**config.mk**
```make
export PLATFORM = sky130hd
export DESIGN_NAME = egress_pick
export DESIGN_NICKNAME = d
export VERILOG_FILES = /design/src/rtl/egress_pick_pkg.sv /design/src/rtl/epk_head_elig.sv /design/src/rtl/epk_oldest_sel.sv /design/src/rtl/egress_pick.sv
export SDC_FILE = /design/constraint.sdc
export NUM_CORES = 1
export LEC_CHECK = 0
export ABC_AREA = 0
export BUFFER_PORTS_ARGS = -buffer_cell sky130_fd_sc_hd__clkbuf_2
export CORE_UTILIZATION = 40
export DETAILED_ROUTE_END_ITERATION = 7
export GPL_TIMING_DRIVEN = 0
export PLACE_DENSITY = 0.69
export SKIP_LAST_GASP = 1
export SYNTH_ARGS = -nofsm -noshare
export SYNTH_HDL_FRONTEND = slang
export SYNTH_SLANG_ARGS = --single-unit
```
**constraint.sdc**
```tcl
create_clock -name clk -period 0.8 [get_ports clk]
set_input_delay 0.12 -clock clk [delete_from_list [all_inputs] [get_ports clk]]
set_output_delay 0.12 -clock clk [all_outputs]
set_load 0.05 [all_outputs]
```
**src/rtl/egress_pick_pkg.sv**
```systemverilog
package egress_pick_pkg;
  typedef enum logic [1:0] {
    KIND_P   = 2'd0,
    KIND_NP  = 2'd1,
    KIND_CP  = 2'd2,
    KIND_INS = 2'd3
  } tlp_kind_e;

  localparam int NUM_KINDS = 4;
  localparam int NUM_CLS   = 3;
  localparam int BLK_SHIFT = 4;   // 16-byte blocks
  localparam int HDR_BLKS  = 1;   // header occupies one block
endpackage

```
**src/rtl/epk_head_elig.sv**
```systemverilog
module epk_head_elig
  import egress_pick_pkg::*;
#(
  parameter int LEN_W = 10,
  parameter int SP_W  = 8,
  parameter int HC_W  = 8,
  parameter int DC_W  = 12,
  parameter int PID_W = 2
) (
  input  logic             vld,
  input  logic [PID_W-1:0] dest,
  input  logic             is_local,
  input  logic [LEN_W-1:0] len,
  input  logic [PID_W-1:0] my_port,
  input  logic [SP_W-1:0]  obuf_free,
  input  logic [SP_W-1:0]  rbuf_free,
  input  logic [HC_W-1:0]  hcred,
  input  logic [DC_W-1:0]  dcred,
  input  logic             app_rdy,
  output logic             ok
);
  localparam int DW  = LEN_W - BLK_SHIFT + 1;
  localparam int CW0 = (SP_W > DC_W) ? SP_W : DC_W;
  localparam int CW  = (CW0 > DW + 1) ? CW0 : DW + 1;

  logic [LEN_W:0]  len_rnd;
  logic [DW-1:0]   dblk;
  logic [CW-1:0]   need_blk;
  logic            space_ok;
  logic            hc_ok;
  logic            dc_ok;
  logic            link_ok;

  assign len_rnd  = {1'b0, len} + (LEN_W+1)'((1 << BLK_SHIFT) - 1);
  assign dblk     = len_rnd[LEN_W:BLK_SHIFT];
  assign need_blk = CW'(dblk) + CW'(HDR_BLKS);

  assign space_ok = (CW'(obuf_free) >= need_blk) && (CW'(rbuf_free) >= need_blk);
  assign hc_ok    = (&hcred) || (hcred != '0);
  assign dc_ok    = (&dcred) || (CW'(dcred) >= CW'(dblk));
  assign link_ok  = space_ok && hc_ok && dc_ok;

  assign ok = vld && (dest == my_port) && (is_local ? app_rdy : link_ok);
endmodule

```
**src/rtl/epk_oldest_sel.sv**
```systemverilog
module epk_oldest_sel
  import egress_pick_pkg::*;
#(
  parameter int AGE_W = 8
) (
  input  logic [NUM_KINDS-1:0]            elig,
  input  logic [NUM_KINDS-1:0][AGE_W-1:0] age,
  output logic                            any,
  output logic [1:0]                      kind
);
  logic             found;
  logic [1:0]       best;
  logic [AGE_W-1:0] best_age;

  // insertion is examined first; later kinds replace only when strictly older
  always_comb begin
    found    = elig[KIND_INS];
    best     = KIND_INS;
    best_age = age[KIND_INS];
    for (int k = 0; k < NUM_KINDS - 1; k++) begin
      if (elig[k] && (!found || (age[k] < best_age))) begin
        found    = 1'b1;
        best     = 2'(k);
        best_age = age[k];
      end
    end
  end

  assign any  = found;
  assign kind = found ? best : 2'd0;
endmodule

```
**src/rtl/egress_pick.sv**
```systemverilog
module egress_pick
  import egress_pick_pkg::*;
#(
  parameter int NUM_PORTS = 3,
  parameter int LEN_W     = 10,
  parameter int AGE_W     = 8,
  parameter int SP_W      = 8,
  parameter int HC_W      = 8,
  parameter int DC_W      = 12,
  parameter int DQ_LIMIT  = 8,
  localparam int PID_W    = (NUM_PORTS > 1) ? $clog2(NUM_PORTS) : 1,
  localparam int DQ_W     = $clog2(DQ_LIMIT + 1)
) (
  input  logic                                           clk,
  input  logic                                           rst_n,
  input  logic [PID_W-1:0]                               my_port,
  input  logic [NUM_PORTS-1:0][NUM_KINDS-1:0]            hd_vld,
  input  logic [NUM_PORTS-1:0][NUM_KINDS-1:0][PID_W-1:0] hd_dest,
  input  logic [NUM_PORTS-1:0][NUM_KINDS-1:0]            hd_local,
  input  logic [NUM_PORTS-1:0][NUM_KINDS-1:0][LEN_W-1:0] hd_len,
  input  logic [NUM_PORTS-1:0][NUM_KINDS-1:0][AGE_W-1:0] hd_age,
  input  logic [NUM_PORTS-1:0][1:0]                      ins_cls,
  input  logic [SP_W-1:0]                                obuf_free,
  input  logic [SP_W-1:0]                                rbuf_free,
  input  logic [NUM_CLS-1:0][HC_W-1:0]                   hdr_cred,
  input  logic [NUM_CLS-1:0][DC_W-1:0]                   dat_cred,
  input  logic                                           app_rdy,
  input  logic [DQ_W-1:0]                                dq_occ,
  output logic [NUM_PORTS-1:0]                           cand,
  output logic [NUM_PORTS-1:0][1:0]                      cand_kind
);
  logic [NUM_PORTS-1:0]      pick_any;
  logic [NUM_PORTS-1:0][1:0] pick_kind;
  logic                      dq_ok;
  logic [NUM_PORTS-1:0]      cand_d;
  logic [NUM_PORTS-1:0][1:0] kind_d;

  for (genvar i = 0; i < NUM_PORTS; i++) begin : g_port
    logic [NUM_KINDS-1:0] elig;

    for (genvar k = 0; k < NUM_KINDS; k++) begin : g_kind
      logic [1:0] cls;
      if (k < NUM_CLS) begin : g_fixed
        assign cls = 2'(k);
      end else begin : g_ins
        assign cls = ((ins_cls[i] == 2'd1) || (ins_cls[i] == 2'd2)) ? ins_cls[i] : 2'd0;
      end

      epk_head_elig #(
        .LEN_W (LEN_W),
        .SP_W  (SP_W),
        .HC_W  (HC_W),
        .DC_W  (DC_W),
        .PID_W (PID_W)
      ) u_elig (
        .vld       (hd_vld[i][k]),
        .dest      (hd_dest[i][k]),
        .is_local  (hd_local[i][k]),
        .len       (hd_len[i][k]),
        .my_port   (my_port),
        .obuf_free (obuf_free),
        .rbuf_free (rbuf_free),
        .hcred     (hdr_cred[cls]),
        .dcred     (dat_cred[cls]),
        .app_rdy   (app_rdy),
        .ok        (elig[k])
      );
    end

    epk_oldest_sel #(
      .AGE_W (AGE_W)
    ) u_sel (
      .elig (elig),
      .age  (hd_age[i]),
      .any  (pick_any[i]),
      .kind (pick_kind[i])
    );
  end

  assign dq_ok = (dq_occ < DQ_W'(DQ_LIMIT));

  // next state
  always_comb begin
    for (int i = 0; i < NUM_PORTS; i++) begin
      cand_d[i] = pick_any[i] && dq_ok;
      kind_d[i] = cand_d[i] ? pick_kind[i] : 2'd0;
    end
  end

  // registers
  always_ff @(posedge clk or negedge rst_n) begin
    if (!rst_n) begin
      cand      <= '0;
      cand_kind <= '0;
    end else begin
      cand      <= cand_d;
      cand_kind <= kind_d;
    end
  end
endmodule

```
After elaboration in Yosys (flattened, before gate mapping)
Index checks and enable logic that the tools add are counted.
{ "totals": {"input_bits": 355, "register_bits": 9, "word_cells": 281, "out_inout_bits": 9} }
{ "classes": {"eq_ne": 18, "n_addsub": 24, "magnitude_cmp": 49, "reduce_logical": 129, "n_mux": 57} }
{ "ops": {"columns": ["cell", "n"], "rows": [
  ["greater-or-equal comparator 8 x 12 -> 1 bit", 24],
  ["greater-or-equal comparator 12 x 7 -> 1 bit", 12],
  ["adder 10 x 4 -> 11 bit, second input constant", 12],
  ["adder 7 x 1 -> 8 bit, second input constant", 12],
  ["binary-select mux 12 bit (select 2 bit)", 3],
  ["logical AND 1 bit", 72],
  ["< comparator 8 bit", 9],
  ["two-way mux 8 bit", 9],
  ["AND reduction 12 bit", 6],
  ["binary-select mux 8 bit (select 2 bit)", 3],
  ["AND reduction 8 bit", 6],
  ["nonzero test 8 bit", 6],
  ["two-way mux 12 bit", 3],
  ["two-way mux 2 bit", 18],
  ["logical OR 1 bit", 30],
  ["== test 2 bit", 12],
  ["two-way mux 1 bit", 21],
  ["zero test 1 bit", 9],
  ["< comparator 2 x 3 -> 1 bit, second input constant", 3],
  ["== test 2 x 1 -> 1 bit, second input constant", 3],
  ["== test 2 bit, second input constant", 3],
  ["< comparator 4 bit, second input constant", 1]
]} }

Depth between registers and ports, before layout
{ "depth": {"depth_word": 25, "ltp_mapped": 35, "depth_no_buf": 34} }

Cells and area by module
Synthesis repeated with hierarchy kept, for this count alone.
{ "hier_totals": {"cells_unflattened": 1670, "hier_area_um2": 13829.5} }
{ "by_module_without_submodules": {"columns": ["mod", "n_inst", "cells_per_inst", "seq_area_each_um2", "area_each_um2"], "rows": [
  ["epk_head_elig", 12, 93, 0.0, 754.5],
  ["epk_oldest_sel", 3, 113, 0.0, 908.4],
  ["egress_pick", 1, 215, 225.2, 2050.7]
]} }

Least setup slack after synthesis
No wires, ideal clock.
{ "synth_timing": {"path_kind": "input port to flip-flop", "from": "in hd_len[32] in the netlist's numbering", "to": "reg cand_kind[1] in the netlist's numbering", "setup_time_ns": 0.065, "path_stages": 33, "required_time_ns": 0.735, "path_slack_ns": -6.945, "path_buffers": 0, "t_arrival_ns": 7.680, "path_cell_list": "nor4_4 -> nand2b_1 -> xnor2_1 -> ha_1 -> maj3_1 -> nand2_1 -> xor2_1 -> ha_1 -> a211oi_1 -> o21ai_0 -> maj3_2 -> maj3_2 -> o32a_1 -> a21oi_2 -> mux2i_1 -> ha_1 -> a21o_1 -> a21o_1 -> a21oi_1 -> nand2_1 -> or3b_2 -> a211oi_1 -> a211oi_4 -> mux2_2 -> ha_1 -> a21o_1 -> a21o_1 -> a211oi_1 -> nand2_1 -> a211oi_1 -> a221oi_1 -> a2111oi_0 -> o21a_1"} }
{ "synth_rtl": {"columns": ["element", "line_no", "source"], "rows": [
  ["start: declaration", "egress_pick.sv:20", "input logic [NUM_PORTS-1:0][NUM_KINDS-1:0][LEN_W-1:0] hd_len,"],
  ["end signal: assignment", "egress_pick.sv:97", "cand_kind <= kind_d;"],
  ["end: declaration", "egress_pick.sv:30", "output logic [NUM_PORTS-1:0][1:0] cand_kind"]
]} }

==> results.md <==
- Num CTS Buffers: 3
- Netlist Area Pre-Place: 11840 um^2
- Hpwl dp: 35.16 mm
- Clock Path Buffers: 2
- Top post-synthesis cells by area: ha_1, xnor2_1, xor2_1, a21o_1, a21oi_1
- DR iter-0 viols: 569
- Clk root buf: clkbuf_16
- Register area share after synthesis: 0.01902
- Worst endpoint data arrival time: 7.46 ns
- Mean routed wirelength per cell: 18.69 um
- H-tree depth: 1
- Fin. max-slew vios: 0
- Die Y: 174.1 um
- CP most frequent cell: a21o_1
- Simple-gate portion of the synthesized area: 0.1879
- Fin. Hold Viols: 0
- Via density per instance: 5.653
- Std-Cell Rows: 62
- Clock transition at path regs: 0.04 ns
- Fin crit share: 9.109
- Fin crit period: 7.287 ns
- Max rail drop VDD: 0.5561 mV
- Mux cell area share after synthesis: 0.04924
- MaxCap Viol Count: 0
- Leak: 0.007975 uW
- Largest family of logic cells by synthesized area: adder cells
- Vias after detailed routing: 13273
- Max FO, Critical Path: 8
- Area delta synth->final: 37.03%
- Residual DRC: 0
- # setup viols final: 18
- Final setup margin: -6.487 ns
- Setup CP Type: in -> reg
- Critical path endpoint category: flop
- Core area: 28940 um^2
- Total Nets Final: 2657
- Die X: 174.1 um
- Tot Pwr: 11940 uW
- Synthesis Warnings: 0
- Status: finished, violations left
- CTS tree: yes
- RSZ-0062 raised after global routing: true
- XOR/XNOR Fraction of Synth Area: 0.09911
- Min Hold Slack: 0.2695 ns
- Post-synth top area share: 0.3582
- Fill count: 2618
- HP Class: in -> reg
- Syn Area/Cell: 7.842 um^2
- Max Clk Rate: 137.2 MHz
- Placed cell count: 2267
- Number of synthesized flops with an enable pin: 0
- DIE AREA: 30300 um^2
- Sink Count: 9
- Vias in the first global route: 13063
- Seq cells post-synth: 9
- Post-synthesis adder-cell area fraction: 0.3687
- Routability congestion estimate: 0.9228
- Fin cells: 2348
- Slew headroom: 0.2568
- Syn Inst Count: 1510
- I/O pin cnt: 364
- Synth area leader: ha_1
- Crit start category: primary input
- Total Routed Length: 43.88 mm
- Initial core utilization: 0.4092
- Least-Margin Pin Slew: 1.105 ns
- Overall global routing resource usage: 0.2735
- TNS Setup: -44.54 ns
- Ys async rst share: 1.000
- Overflow after GRT: 0
- PortBufs: 350
- Antenna-violating nets left: 0
- DR pass1 iterations: 5
- Main flop type after synthesis: dfrtp_1
- Pwr Density: 735.6 nW/um^2
- Count of cell types in the netlist: 85
- First-pass GRT wire length: 66.56 mm
- Largest net degree at the start of global routing: 16
- Synth Area in Compound Gates: 0.2348
- Layout cells sized above 1: 0.3257
- Critical Path Max Stage Delay: 0.40 ns
- Crit path max-delay cell type: o32a_1
- Violated checks: negative setup slack
- Req. time, crit path: 0.98 ns
- Initial antenna violation count: 3
-- worst max-delay path, delay by kind of cell --
| family | cells | cell delay, ns |
|---|---|---|
| XOR/XNOR | 2 | 0.23 |
| AO/OA/AOI/OAI | 16 | 3.08 |
| AND/OR/NAND/NOR | 6 | 1.10 |
| buffers and inverters | 3 | 0.42 |
| adder cells (fa/ha/maj) | 7 | 1.90 |
| multiplexers | 2 | 0.58 |
-- routing by layer --
| layer | share of wire | global-route usage |
|---|---|---|
| met5 | 0.00025 | 0 |
| met2 | 0.48 | 0.4843 |
| met3 | 0.059 | 0.02931 |
| met4 | 0.036 | 0.09649 |
| met1 | 0.42 | 0.3408 |
-- worst paths after layout --
path / startpoint / slack, ns / cells past startpoint / to
setup / recovery: hd_len[32] / -6.49 / 36 / cand_kind[1]$_DFF_PN0_
hold / removal: hd_age[24] / 0.27 / 4 / cand_kind[0]$_DFF_PN0_
max in group asynchronous: rst_n / 0.30 / 2 / cand_kind[4]$_DFF_PN0_
min in group asynchronous: rst_n / 0.29 / 2 / cand[2]$_DFF_PN0_
-- stage by stage --
step | setup WS (ns) | utilization | area, um^2
6_report | -6.487 | 0.5608 | 16230
5_1_grt | -6.830 | 0.5607 | 16220
4_1_cts | -6.484 | 0.5336 | 15440
3_5_place_dp | -7.312 | 0.5020 | 14530
3_3_place_gp | -7.217 | 0.5020 | 14530
2_1_floorplan | -6.254 | - | 12290
-- cells in the mapped netlist, types with 27 or more instances --
| cell | number |
|---|---|
| xor2_1 | 64 |
| o21ai_0 | 70 |
| nand2b_1 | 45 |
| inv_1 | 107 |
| a211oi_1 | 27 |
| nor2_1 | 100 |
| a21o_1 | 74 |
| mux2i_1 | 32 |
| nand2_1 | 96 |
| ha_1 | 339 |
| xnor2_1 | 70 |
| a21oi_1 | 81 |
| nand3_1 | 48 |
-- placed cells by master (no fill, tap or decap), drive strengths merged, types with 17 or more instances in the layout --
cell type	count
a211oi	29
and3	17
a21o	74
nand2b	45
nand2	96
nand4	25
o21ai	74
xnor2	70
clkbuf	360
a21oi	82
ha	339
xor2	64
a31oi	17
buf	88
mux2	21
nor2	102
nand3	48
mux2i	32
a2111oi	17
conb	24
o211ai	18
o22ai	18
inv	107
nor2b	19
-- power by group --
| part | switching [uW] | total, uW | internal (uW) |
|---|---|---|---|
| combinational | 5620 | 10500 | 4880 |
| clock | 240 | 908 | 668 |
| sequential | 25.4 | 519 | 494 |
| total | 5890 | 11900 | 6050 |
-- area by class of cell --
class	instances	area, um^2	area share
multi-input cells	1396	12490	0.7696
repair buffers	425	2461	0.1517
well taps	384	480.5	0.02961
inverters	108	405.4	0.02498
flip-flops and latches	9	225.2	0.01388
plain buffers	20	82.58	0.005089
clock buffers	4	78.83	0.004858
diodes	2	5.005	0.0003084
-- cell families after synthesis --
logic type | Yosys count
AND/OR/NAND/NOR | 431
AO/OA/AOI/OAI | 403
adder cells (fa/ha/maj) | 351
XOR/XNOR | 134
buffers and inverters | 128
multiplexers | 53
flip-flops | 9
other | 1
-- flip-flops by register name, summed over array words and instances, names as in the netlist --
signal	count
cand	3
cand_kind	6
-- what timing repair did --
action | 4_1_cts | 5_1_grt
setup buffers | 50 | 25
hold buffers | 1 | 0
pin swaps | 85 | 69
gates resized for setup | 88 | 115
endpoints found under the hold margin | 9 | 0
setup endpoints to repair | 18 | 18
No activity file was read; power rests on OpenSTA's default activity.
